File: src/rtl/chan_arb_pkg.sv
package chan_arb_pkg;

   // Order in which equal-class requesters are ranked inside a picker.
   typedef enum logic {
      PICK_LOW_FIRST  = 1'b0,
      PICK_HIGH_FIRST = 1'b1
   } pick_order_e;

   localparam int unsigned MAX_CS = 16;

endpackage

File: src/rtl/chan_arb_pick.sv
module chan_arb_pick
   import chan_arb_pkg::*;
#(
   parameter int unsigned W     = 4,
   parameter pick_order_e ORDER = PICK_LOW_FIRST
) (
   input  logic [W-1:0] req_i,
   output logic [W-1:0] gnt_o,
   output logic         any_o
);

   if (W < 1) begin : g_bad_width
      $error("chan_arb_pick: W must be at least 1");
   end

   assign any_o = |req_i;

   if (ORDER == PICK_LOW_FIRST) begin : g_low
      // Scan downward so the last hit is the lowest index.
      always_comb begin
         gnt_o = '0;
         for (int i = W - 1; i >= 0; i--) begin
            if (req_i[i]) begin
               gnt_o    = '0;
               gnt_o[i] = 1'b1;
            end
         end
      end
   end else begin : g_high
      // Scan upward so the last hit is the highest index.
      always_comb begin
         gnt_o = '0;
         for (int i = 0; i < W; i++) begin
            if (req_i[i]) begin
               gnt_o    = '0;
               gnt_o[i] = 1'b1;
            end
         end
      end
   end

endmodule

File: src/rtl/chan_arb_hold.sv
module chan_arb_hold #(
   parameter int unsigned W = 4
) (
   input  logic         clk_i,
   input  logic         rst_ni,
   input  logic [W-1:0] req_i,
   input  logic [W-1:0] take_i,
   output logic [W-1:0] cand_o
);

   if (W < 1) begin : g_bad_width
      $error("chan_arb_hold: W must be at least 1");
   end

   logic [W-1:0] pend_q;

   for (genvar k = 0; k < W; k++) begin : g_bit
      always_ff @(posedge clk_i or negedge rst_ni) begin
         if (!rst_ni) begin
            pend_q[k] <= 1'b0;
         end else begin
            pend_q[k] <= (pend_q[k] | req_i[k]) & ~take_i[k];
         end
      end

      assign cand_o[k] = pend_q[k] | req_i[k];

      // a contender that is not taken is still waiting next cycle
      p_keep_pending_r5 : assert property (@(posedge clk_i) disable iff (!rst_ni)
         (cand_o[k] && !take_i[k]) |=> pend_q[k]);

      // a taken contender leaves no residue unless it is requested again
      p_clear_on_take_r5 : assert property (@(posedge clk_i) disable iff (!rst_ni)
         take_i[k] |=> (cand_o[k] == req_i[k]));
   end

endmodule

File: src/rtl/chan_arb_poll.sv
module chan_arb_poll
   import chan_arb_pkg::*;
#(
   parameter int unsigned NUM_CS = 4,
   parameter pick_order_e ORDER  = PICK_LOW_FIRST
) (
   input  logic              clk_i,
   input  logic              rst_ni,
   input  logic              ipoll_req_i,
   input  logic              ipoll_svc_i,
   input  logic [NUM_CS-1:0] cs_req_i,
   input  logic [NUM_CS-1:0] cs_svc_i,
   input  logic              done_i,
   input  logic              fwd_take_i,
   input  logic              fwd_done_i,
   output logic              ipoll_gnt_o,
   output logic [NUM_CS-1:0] cs_gnt_o,
   output logic              busy_o,
   output logic              fwd_req_o
);

   if (NUM_CS < 1 || NUM_CS > MAX_CS) begin : g_bad_cs
      $error("chan_arb_poll: NUM_CS out of range");
   end

   logic [NUM_CS-1:0] cs_cand, cs_win, cs_take;
   logic [NUM_CS-1:0] cs_gnt_q;
   logic              cs_any;
   logic              ip_cand, ip_take;
   logic              ip_gnt_q, busy_q, fwd_wait_q, fwd_req_q;
   logic              start, win_svc, release_now;

   chan_arb_hold #(.W(NUM_CS)) u_cs_hold (
      .clk_i  (clk_i),
      .rst_ni (rst_ni),
      .req_i  (cs_req_i),
      .take_i (cs_take),
      .cand_o (cs_cand)
   );

   chan_arb_hold #(.W(1)) u_ip_hold (
      .clk_i  (clk_i),
      .rst_ni (rst_ni),
      .req_i  (ipoll_req_i),
      .take_i (ip_take),
      .cand_o (ip_cand)
   );

   chan_arb_pick #(.W(NUM_CS), .ORDER(ORDER)) u_cs_pick (
      .req_i (cs_cand),
      .gnt_o (cs_win),
      .any_o (cs_any)
   );

   // Contenders are only looked at on an edge where the group is idle.
   assign start       = !busy_q && (cs_any || ip_cand);
   assign cs_take     = start ? cs_win : '0;
   assign ip_take     = start && !cs_any;
   assign win_svc     = cs_any ? |(cs_win & cs_svc_i) : ipoll_svc_i;
   assign release_now = fwd_wait_q ? fwd_done_i : done_i;

   always_ff @(posedge clk_i or negedge rst_ni) begin
      if (!rst_ni) begin
         busy_q     <= 1'b0;
         ip_gnt_q   <= 1'b0;
         cs_gnt_q   <= '0;
         fwd_wait_q <= 1'b0;
         fwd_req_q  <= 1'b0;
      end else if (start) begin
         busy_q     <= 1'b1;
         ip_gnt_q   <= ip_take;
         cs_gnt_q   <= cs_take;
         fwd_wait_q <= win_svc;
         fwd_req_q  <= win_svc;
      end else if (busy_q) begin
         if (fwd_take_i) begin
            fwd_req_q <= 1'b0;
         end
         if (release_now) begin
            busy_q     <= 1'b0;
            ip_gnt_q   <= 1'b0;
            cs_gnt_q   <= '0;
            fwd_wait_q <= 1'b0;
            fwd_req_q  <= 1'b0;
         end
      end
   end

   assign ipoll_gnt_o = ip_gnt_q;
   assign cs_gnt_o    = cs_gnt_q;
   assign busy_o      = busy_q;
   assign fwd_req_o   = fwd_req_q;

   // busy means exactly one grant, idle means none
   p_one_grant_r1 : assert property (@(posedge clk_i) disable iff (!rst_ni)
      busy_q |-> $onehot({ip_gnt_q, cs_gnt_q}));
   p_idle_no_grant_r1 : assert property (@(posedge clk_i) disable iff (!rst_ni)
      !busy_q |-> ({ip_gnt_q, cs_gnt_q} == '0));

   // a cycle-steal contender at a free edge always beats interrupt poll
   p_cs_beats_ip_r2 : assert property (@(posedge clk_i) disable iff (!rst_ni)
      (!busy_q && cs_any) |=> (|cs_gnt_q && !ip_gnt_q));

   // grant held until done; group idle right after done
   p_hold_grant_r4 : assert property (@(posedge clk_i) disable iff (!rst_ni)
      (busy_q && !release_now) |=> (busy_q && $stable({ip_gnt_q, cs_gnt_q})));
   p_free_after_done_r4 : assert property (@(posedge clk_i) disable iff (!rst_ni)
      (busy_q && release_now) |=> !busy_q);

   // a forwarded transaction ignores the poll done strobe
   p_fwd_ignores_done_r7 : assert property (@(posedge clk_i) disable iff (!rst_ni)
      (fwd_wait_q && done_i && !fwd_done_i) |=> busy_q);
   p_fwd_req_needs_busy_r7 : assert property (@(posedge clk_i) disable iff (!rst_ni)
      fwd_req_q |-> (busy_q && fwd_wait_q));

endmodule

File: src/rtl/chan_arb_svc.sv
module chan_arb_svc
   import chan_arb_pkg::*;
(
   input  logic clk_i,
   input  logic rst_ni,
   input  logic dpc_req_i,
   input  logic fwd_req_i,
   input  logic done_i,
   output logic dpc_gnt_o,
   output logic fwd_gnt_o,
   output logic busy_o,
   output logic fwd_take_o,
   output logic fwd_done_o
);

   logic       dpc_cand, dpc_take;
   logic [1:0] win;
   logic       any, start;
   logic       busy_q, dpc_gnt_q, fwd_gnt_q;

   chan_arb_hold #(.W(1)) u_dpc_hold (
      .clk_i  (clk_i),
      .rst_ni (rst_ni),
      .req_i  (dpc_req_i),
      .take_i (dpc_take),
      .cand_o (dpc_cand)
   );

   // Bit 0 is the forwarded request, so low-first ranking favours it.
   chan_arb_pick #(.W(2), .ORDER(PICK_LOW_FIRST)) u_pick (
      .req_i ({dpc_cand, fwd_req_i}),
      .gnt_o (win),
      .any_o (any)
   );

   assign start      = !busy_q && any;
   assign dpc_take   = start && win[1];
   assign fwd_take_o = start && win[0];
   assign fwd_done_o = busy_q && fwd_gnt_q && done_i;

   always_ff @(posedge clk_i or negedge rst_ni) begin
      if (!rst_ni) begin
         busy_q    <= 1'b0;
         dpc_gnt_q <= 1'b0;
         fwd_gnt_q <= 1'b0;
      end else if (start) begin
         busy_q    <= 1'b1;
         dpc_gnt_q <= win[1];
         fwd_gnt_q <= win[0];
      end else if (busy_q && done_i) begin
         busy_q    <= 1'b0;
         dpc_gnt_q <= 1'b0;
         fwd_gnt_q <= 1'b0;
      end
   end

   assign dpc_gnt_o = dpc_gnt_q;
   assign fwd_gnt_o = fwd_gnt_q;
   assign busy_o    = busy_q;

   // one grant while busy, none while idle
   p_svc_one_grant_r1 : assert property (@(posedge clk_i) disable iff (!rst_ni)
      busy_q == (dpc_gnt_q ^ fwd_gnt_q));
   p_svc_not_both_r1 : assert property (@(posedge clk_i) disable iff (!rst_ni)
      !(dpc_gnt_q && fwd_gnt_q));

   // a waiting forwarded request wins the next free edge
   p_fwd_first_r3 : assert property (@(posedge clk_i) disable iff (!rst_ni)
      (!busy_q && fwd_req_i) |=> fwd_gnt_q);

   // grant held until done, idle right after done
   p_svc_hold_r4 : assert property (@(posedge clk_i) disable iff (!rst_ni)
      (busy_q && !done_i) |=> (busy_q && $stable({dpc_gnt_q, fwd_gnt_q})));
   p_svc_free_r4 : assert property (@(posedge clk_i) disable iff (!rst_ni)
      (busy_q && done_i) |=> !busy_q);

endmodule

File: src/rtl/chan_arb_top.sv
module chan_arb_top
   import chan_arb_pkg::*;
#(
   parameter int unsigned NUM_CS   = 4,
   parameter pick_order_e CS_ORDER = PICK_LOW_FIRST
) (
   input  logic              clk,
   input  logic              rst_n,
   input  logic              ipoll_req,
   input  logic              ipoll_svc,
   input  logic [NUM_CS-1:0] cs_req,
   input  logic [NUM_CS-1:0] cs_svc,
   input  logic              poll_done,
   input  logic              dpc_req,
   input  logic              svc_done,
   output logic              ipoll_gnt,
   output logic [NUM_CS-1:0] cs_gnt,
   output logic              dpc_gnt,
   output logic              fwd_gnt,
   output logic              fwd_pend,
   output logic              poll_busy,
   output logic              svc_busy,
   output logic              proto_err
);

   logic fwd_take, fwd_done, fwd_req;
   logic err_q;

   chan_arb_poll #(.NUM_CS(NUM_CS), .ORDER(CS_ORDER)) u_poll (
      .clk_i       (clk),
      .rst_ni      (rst_n),
      .ipoll_req_i (ipoll_req),
      .ipoll_svc_i (ipoll_svc),
      .cs_req_i    (cs_req),
      .cs_svc_i    (cs_svc),
      .done_i      (poll_done),
      .fwd_take_i  (fwd_take),
      .fwd_done_i  (fwd_done),
      .ipoll_gnt_o (ipoll_gnt),
      .cs_gnt_o    (cs_gnt),
      .busy_o      (poll_busy),
      .fwd_req_o   (fwd_req)
   );

   chan_arb_svc u_svc (
      .clk_i      (clk),
      .rst_ni     (rst_n),
      .dpc_req_i  (dpc_req),
      .fwd_req_i  (fwd_req),
      .done_i     (svc_done),
      .dpc_gnt_o  (dpc_gnt),
      .fwd_gnt_o  (fwd_gnt),
      .busy_o     (svc_busy),
      .fwd_take_o (fwd_take),
      .fwd_done_o (fwd_done)
   );

   always_ff @(posedge clk or negedge rst_n) begin
      if (!rst_n) begin
         err_q <= 1'b0;
      end else begin
         err_q <= ipoll_req & dpc_req;
      end
   end

   assign fwd_pend  = fwd_req;
   assign proto_err = err_q;

   // both processor requests together raise the flag next cycle
   p_proto_err_set_r8 : assert property (@(posedge clk) disable iff (!rst_n)
      (ipoll_req && dpc_req) |=> proto_err);
   p_proto_err_quiet_r8 : assert property (@(posedge clk) disable iff (!rst_n)
      !(ipoll_req && dpc_req) |=> !proto_err);

   // forwarded transaction keeps both groups tied until service completes
   p_fwd_holds_poll_r7 : assert property (@(posedge clk) disable iff (!rst_n)
      fwd_gnt |-> poll_busy);
   p_fwd_done_frees_both_r7 : assert property (@(posedge clk) disable iff (!rst_n)
      (fwd_gnt && svc_done) |=> (!poll_busy && !svc_busy));

   // a poll done strobe alone leaves a direct-program grant untouched
   p_groups_independent_r6 : assert property (@(posedge clk) disable iff (!rst_n)
      (dpc_gnt && !svc_done) |=> dpc_gnt);

endmodule

File: config.mk
export PLATFORM = sky130hd
export DESIGN_NAME = chan_arb_top
export DESIGN_NICKNAME = d
export VERILOG_FILES = /design/src/rtl/chan_arb_pkg.sv /design/src/rtl/chan_arb_pick.sv /design/src/rtl/chan_arb_hold.sv /design/src/rtl/chan_arb_poll.sv /design/src/rtl/chan_arb_svc.sv /design/src/rtl/chan_arb_top.sv
export SDC_FILE = /design/constraint.sdc
export NUM_CORES = 1
export LEC_CHECK = 0
export ABC_AREA = 1
export BUFFER_PORTS_ARGS = -buffer_cell sky130_fd_sc_hd__buf_2
export CAP_MARGIN = 25
export CORE_UTILIZATION = 40
export DETAILED_ROUTE_END_ITERATION = 10
export GPL_TIMING_DRIVEN = 0
export HOLD_SLACK_MARGIN = 0.1
export PLACE_DENSITY = 0.66
export SKIP_LAST_GASP = 1
export SYNTH_ARGS = -nofsm -noshare
export SYNTH_HDL_FRONTEND = slang
export SYNTH_SLANG_ARGS = --single-unit
File: constraint.sdc
create_clock -name clk -period 2.2 [get_ports clk]
set_input_delay 0.22 -clock clk [delete_from_list [all_inputs] [get_ports clk]]
set_output_delay 0.22 -clock clk [all_outputs]
set_load 0.02 [all_outputs]
Yosys cells after proc, flatten, opt, wreduce, memory -nomap -nowiden --
Cells that the tools add are included.
Operators by class: mux-type cells 27, bitwise logic cells 20, reduce and logical (&&, ||, !) cells 21
Operators by type and width (number):
- 2-to-1 mux 4 bit | 8
- 2-to-1 mux 1 bit | 17
- logical AND 1 bit | 8
- OR reduction 4 bit | 2
- AND 1 bit | 7
- NOT 1 bit | 6
- bitwise OR 1 bit | 6
- nonzero test 2 bit | 3
- AND 4 bit | 1
- 2-to-1 mux 2 bit | 2
- AND reduction 2 bit | 2
- logical NOT 1 bit | 3
- nonzero test 3 bit | 1
- OR reduction 2 bit | 1
- logical OR 1 bit | 1
Storage, ports and cells: flip-flop bits (word level) 18, bits of input ports 15, output and inout bits 11, logic and storage cells 83

Depth between registers and ports, before layout --
depth in word-level cells 9, depth in mapped cells 8, depth with buffers taken out 8

Modules after synthesis --
A second synthesis with hierarchy kept.
Second synthesis, totals: cells, all modules 118, area, all modules 885.8 sq um
By module, submodules not included:
- chan_arb_poll | times used 1, cells each 57, area an instance 410.4 sq um, sequential area each 200.2 sq um
- chan_arb_hold at u_poll.u_cs_hold | times used 1, cells each 16, area an instance 155.1 sq um, sequential area each 100.1 sq um
- chan_arb_svc | times used 1, cells each 17, area an instance 136.4 sq um, sequential area each 75.1 sq um
- chan_arb_hold at u_poll.u_ip_hold ... | times used 2, cells each 4, area an instance 38.8 sq um, sequential area each 25.0 sq um
- chan_arb_pick at u_poll.u_cs_pick | times used 1, cells each 12, area an instance 51.3 sq um, sequential area each 0.0 sq um
- chan_arb_top | times used 1, cells each 3, area an instance 32.5 sq um, sequential area each 25.0 sq um
- chan_arb_pick at u_svc.u_pick | times used 1, cells each 5, area an instance 22.5 sq um, sequential area each 0.0 sq um

Least setup slack after synthesis --
Ideal clock, no wire load.
path kind flip-flop to flip-flop, start reg u_poll.u_cs_hold.pend_q[0], end reg u_poll.fwd_req_q, in the netlist u_poll.fwd_req_o, setup time 0.117 ns, data arrival time 1.045 ns, required time 2.083 ns, setup slack 1.038 ns, stages on the path, launching flop included 9, buffers on the path 0, clock period less this slack 1.162 ns, cell sequence dfrtp_1 nor2_4 nand2_4 nor2_8 nand2_2 nand2_2 nor2_1 nand2_2 nand2_1
On the way: word-level cells in the longest chain between the ends 6, elaborated cells between the ends (all ways) 12, classes of those cells 3 x mux; 2 x bitwise; 7 x reduce/logical
Ends and longest elaborated chain:
- start, declared | RTL line chan_arb_hold.sv:15 | logic [W-1:0] pend_q;
- start signal, assigned by index | RTL line chan_arb_hold.sv:22 | pend_q[k] <= (pend_q[k] | req_i[k]) & ~take_i[k];
- bitwise OR 1 bit * | RTL line chan_arb_hold.sv:26 | assign cand_o[k] = pend_q[k] | req_i[k];
- 2-to-1 mux 4 bit / OR reduction 4 bit (equally long branches) | RTL line chan_arb_pick.sv:23, chan_arb_pick.sv:16
- AND 4 bit / logical OR 1 bit (equally long branches) | RTL line chan_arb_poll.sv:59, chan_arb_poll.sv:56
- OR reduction 4 bit / logical AND 1 bit (equally long branches) | RTL line chan_arb_poll.sv:59, chan_arb_poll.sv:56
- 2-to-1 mux 1 bit (tied with other cells) | RTL line chan_arb_poll.sv:59 | assign win_svc = cs_any ? |(cs_win & cs_svc_i) : ipoll_svc_i;
- 2-to-1 mux 1 bit / AND reduction 2 bit (equally long branches)
- end signal, assigned | RTL line chan_arb_poll.sv:74 | fwd_req_q <= win_svc;
- end, declared | RTL line chan_arb_poll.sv:30 | logic ip_gnt_q, busy_q, fwd_wait_q, fwd_req_q;
Mark *: on every way between the ends. The rest lies on a longest branch, timed or not. A chain may end at the register's enable or synchronous reset.

Worst setup path in the final report --
start reg u_poll.u_cs_hold.pend_q[3], end reg u_poll.fwd_wait_q
On the way: word-level cells in the longest chain between the ends 9, elaborated cells between the ends (all ways) 15, classes of those cells 6 x mux; 2 x bitwise; 7 x reduce/logical
Ends and longest elaborated chain:
- bitwise OR 1 bit * | RTL line chan_arb_hold.sv:26
- 2-to-1 mux 4 bit (4 in a row) | RTL line chan_arb_pick.sv:23 | if (req_i[i]) begin
- AND 4 bit | RTL line chan_arb_poll.sv:59
- OR reduction 4 bit | RTL line chan_arb_poll.sv:59
- 2-to-1 mux 1 bit | RTL line chan_arb_poll.sv:59
- 2-to-1 mux 1 bit | RTL line chan_arb_poll.sv:69 | end else if (start) begin
- end signal, assigned | RTL line chan_arb_poll.sv:73 | fwd_wait_q <= win_svc;
- end, declared | RTL line chan_arb_poll.sv:30
Marks and branches as above.

==> run_results.csv <==
group,metric,value,unit
timing,slew_headroom,0.7282,
clock_network,clock-sinks,18,
place,gp_congestion,0.7849,
timing,hold_violations,0,
grt,grt_antenna_before_repair,0,
synth,synth-seq-area-share,0.5255,
final_layout,ff_latch_area,450.4,um2
synth,netlist_area,857.1,um2
final_layout,fillerInstances,204,
place,placement.cell_area,0.001016,mm2
grt,gr-usage-all-layers,0.1658,
floorplanning,fp.dieH,48.29,um
synth,synthTopCellsByCount,"nand2_1 (32), dfrtp_1 (18), inv_1 (11), nor2_1 (8), nand3_1 (5)",
timing,setup-tns-final,0,ns
timing,rsz_0062_raised_after_global_routing,"no",
synth,synthesis.area_per_instance,8.746,um2
detailed_routing,vias,706,
detailed_routing,initialDrtViolationCount,7,
worst_hold_path,worstHoldPathType,"in -> reg",
clock_network,clockRootBuffer,"clkbuf_4",
status,outcome,"complete, no violations",
clock_network,clk_transition_reported_paths,0.10,ns
power_and_ir_drop,share_clk_of_total_power,0.141,
power_and_ir_drop,power,1.131,mW
final_layout,multi_input_area,365.4,um2
clock_network,worst_skew_pair.late_latency,0.29,ns
synth,share_of_the_synthesized_area_in_the_top_cell_type,0.5255,
floorplanning,initial_utilization,0.4324,
worst_hold_path,worst_hold_startpoint,"svc_done",
critical_path,regToRegStartpoint,"u_poll.u_cs_hold.pend_q[3]$_DFF_PN0_",
floorplanning,coreArea,0.001982,mm2
synth,synth-async-reset-ratio,1.000,
detailed_routing,remaining_drc_errors,0,
critical_path,worstSetupPathType,"reg -> reg",
power_and_ir_drop,comb_power_share,0.403,
synth,syn_nets,113,
synth,synthesis.instances,98,
synth,yosys_most_used_dff,"dfrtp_1",
detailed_routing,avgRoutedWirePerCell,10.20,um
place,sum_of_net_half_perimeters_after_detailed_placement,1215,um
timing,finalCriticalPeriod,1.275,ns
final_layout,postLayoutCellArea,0.001049,mm2
grt,grt_start_max_net_pins,19,
grt,via_count_of_the_first_global_routing_pass,648,
clock_network,cts_htree_levels,1,
timing,timing.clock.skew,0.006152,ns
final_layout,n_antenna_cell,0,
synth,yosysWarningCount,0,
synth,synth.most_common_cell,"nand2_1",
power_and_ir_drop,p_leak,0.5915,nW
final_layout,nNetsFinal,144,
detailed_routing,routed_via_density,4.584,
final_layout,fraction_of_final_layout_cells_sized_beyond_drive_strength_1,0.3307,
critical_path,critical_path.startpoint_type,"flip-flop",
floorplanning,fp-row-count,16,
timing,maxClockFrequency,784.5,MHz
floorplanning,top_level_ports,26,
detailed_routing,wl,1571,um
critical_path,critical_path.max_fanout,5,
synth,synth_edf_count,0,
clock_network,cts_made_buffers,3,
floorplanning,dieArea,0.002332,mm2
critical_path,startpoint,"u_poll.u_cs_hold.pend_q[3]$_DFF_PN0_",
grt,globalRoute.totalOverflow,0,
power_and_ir_drop,power.share.switching,0.4210,
clock_network,cts_buffer_depth,2,
detailed_routing,antenna_left,0,
timing,setup_viol_count_final,0,
grt,first_pass_grt_wire_length,2601,um
floorplanning,die_w,48.29,um
clock_network,cts_tree,"built",
timing,min_period_over_period,0.5794,
detailed_routing,detail_route.first_pass.iterations,4,
timing,slew_violations,0,
clock_network,cts_setup_buffers,0,
power_and_ir_drop,peakVddDrop,0.5480,mV
synth,yosys_register_bits,18,
synth,ys_top_cells_by_area,"dfrtp_1 (53%), nand2_1 (14%), inv_1 (4.8%)",
power_and_ir_drop,sequential_cell_fraction_of_total_power,0.456,
flow_run,max_cap_viol_count,0,
critical_path,timing.critical_path.arrival,1.47,ns
timing,worst_slew_pin_slew,0.4076,ns
final_layout,syn2layout_area_growth,22.34,%
critical_path,required,2.39,ns
power_and_ir_drop,cellInternalPower,0.6548,mW
synth,yosys.cell_types.count,19,
power_and_ir_drop,p_per_area,1079,mW/mm2
critical_path,endpoint_kind,"flip-flop",
place,numPortBuffers,25,
power_and_ir_drop,power.switching,0.4761,mW
synth,yosysTopAreaCell,"dfrtp_1",
## power groups by stage
stage / logic, mW / clock network [mW] / registers (mW)
finish: 0.456 / 0.159 / 0.516
global route: 0.524 / 0.181 / 0.535
CTS: 0.464 / 0.167 / 0.518
detailed placement: 0.461 / 0 / 0.524
global placement: 0.458 / 0 / 0.521
floorplan: 0.243 / 0 / 0.593
## critical path, stage by stage (launching register included)
cell and delay [ns]:
dfrtp_1 0.39, nor2_2 0.14, nand2_1 0.16, nor2_8 0.16, nand2_2 0.06, nand2_2 0.10, nor2_1 0.06, nand2_2 0.06
nand2_1 0.04
## cell families after synthesis
family                 synth area share
AND/OR/NAND/NOR                  0.3810
AO/OA/AOI/OAI                   0.04525
flip-flops                       0.5255
buffers and inverters           0.04818
## cell type report
| type | instances | share of cell area |
|---|---|---|
| inverters | 11 | 0.03938 |
| well taps | 27 | 0.03222 |
| flip-flops and latches | 18 | 0.4296 |
| multi-input cells | 69 | 0.3484 |
| repair buffers | 26 | 0.1289 |
| clock buffers | 3 | 0.02148 |
## layer usage
metal / part of all wire / up-vias / wire length (um) / global-route usage
met5: 0 / - / 0 / 0
met1: 0.48 / 319 / 752 / 0.2066
met3: 0.044 / 4 / 69 / 0.03704
met2: 0.46 / 16 / 722 / 0.2640
met4: 0.017 / 0 / 27 / 0.09444
li1: - / 367 / - / -
## per-stage QoR
step           std cells    util  hold WS, ns  setup slack [ns]
2_1_floorplan         98       -     -0.07559             1.038
3_3_place_gp         150  0.5126       0.1750            0.9389
3_5_place_dp         150  0.5126       0.1742            0.9169
4_1_cts              154  0.5290       0.1246            0.9074
5_1_grt              154  0.5290       0.1281            0.8249
6_report             154  0.5290       0.1337            0.9253
## path summary, 6_finish.rpt
check	cells past startpoint	slack, ns	endpoint
max	8	0.93	u_poll.fwd_wait_q$_DFFE_PN0P_
min reg2reg	2	0.49	u_poll.cs_gnt_o[2]$_DFFE_PN0P_
min in group asynchronous	2	0.38	u_poll.fwd_wait_q$_DFFE_PN0P_
max in group asynchronous	2	1.53	u_poll.u_cs_hold.pend_q[2]$_DFF_PN0_
min	2	0.13	u_svc.busy_o$_DFFE_PN0P_
max reg2reg	8	0.93	u_poll.fwd_wait_q$_DFFE_PN0P_
## layout by cell type (no fill, tap or decap), types with 2 or more instances in the layout
cell      count
nand4_1       2
dfrtp_1      18
nand2_1      32
buf_2        25
nand2_2       3
inv_1        11
nor2_4        2
clkbuf_4      3
nor2_1        8
nor2_2        2
or2_2         2
a21oi_1       2
o21ai_1       3
nand3_1       5
nand2_4       2
## what timing repair did
item / CTS / global route
gates resized for setup: 0 / 0
setup endpoints to repair: 0 / 0
hold endpoints to repair: 18 / 0
hold buffers: 1 / 0
No activity file was read; power rests on OpenSTA's default activity.
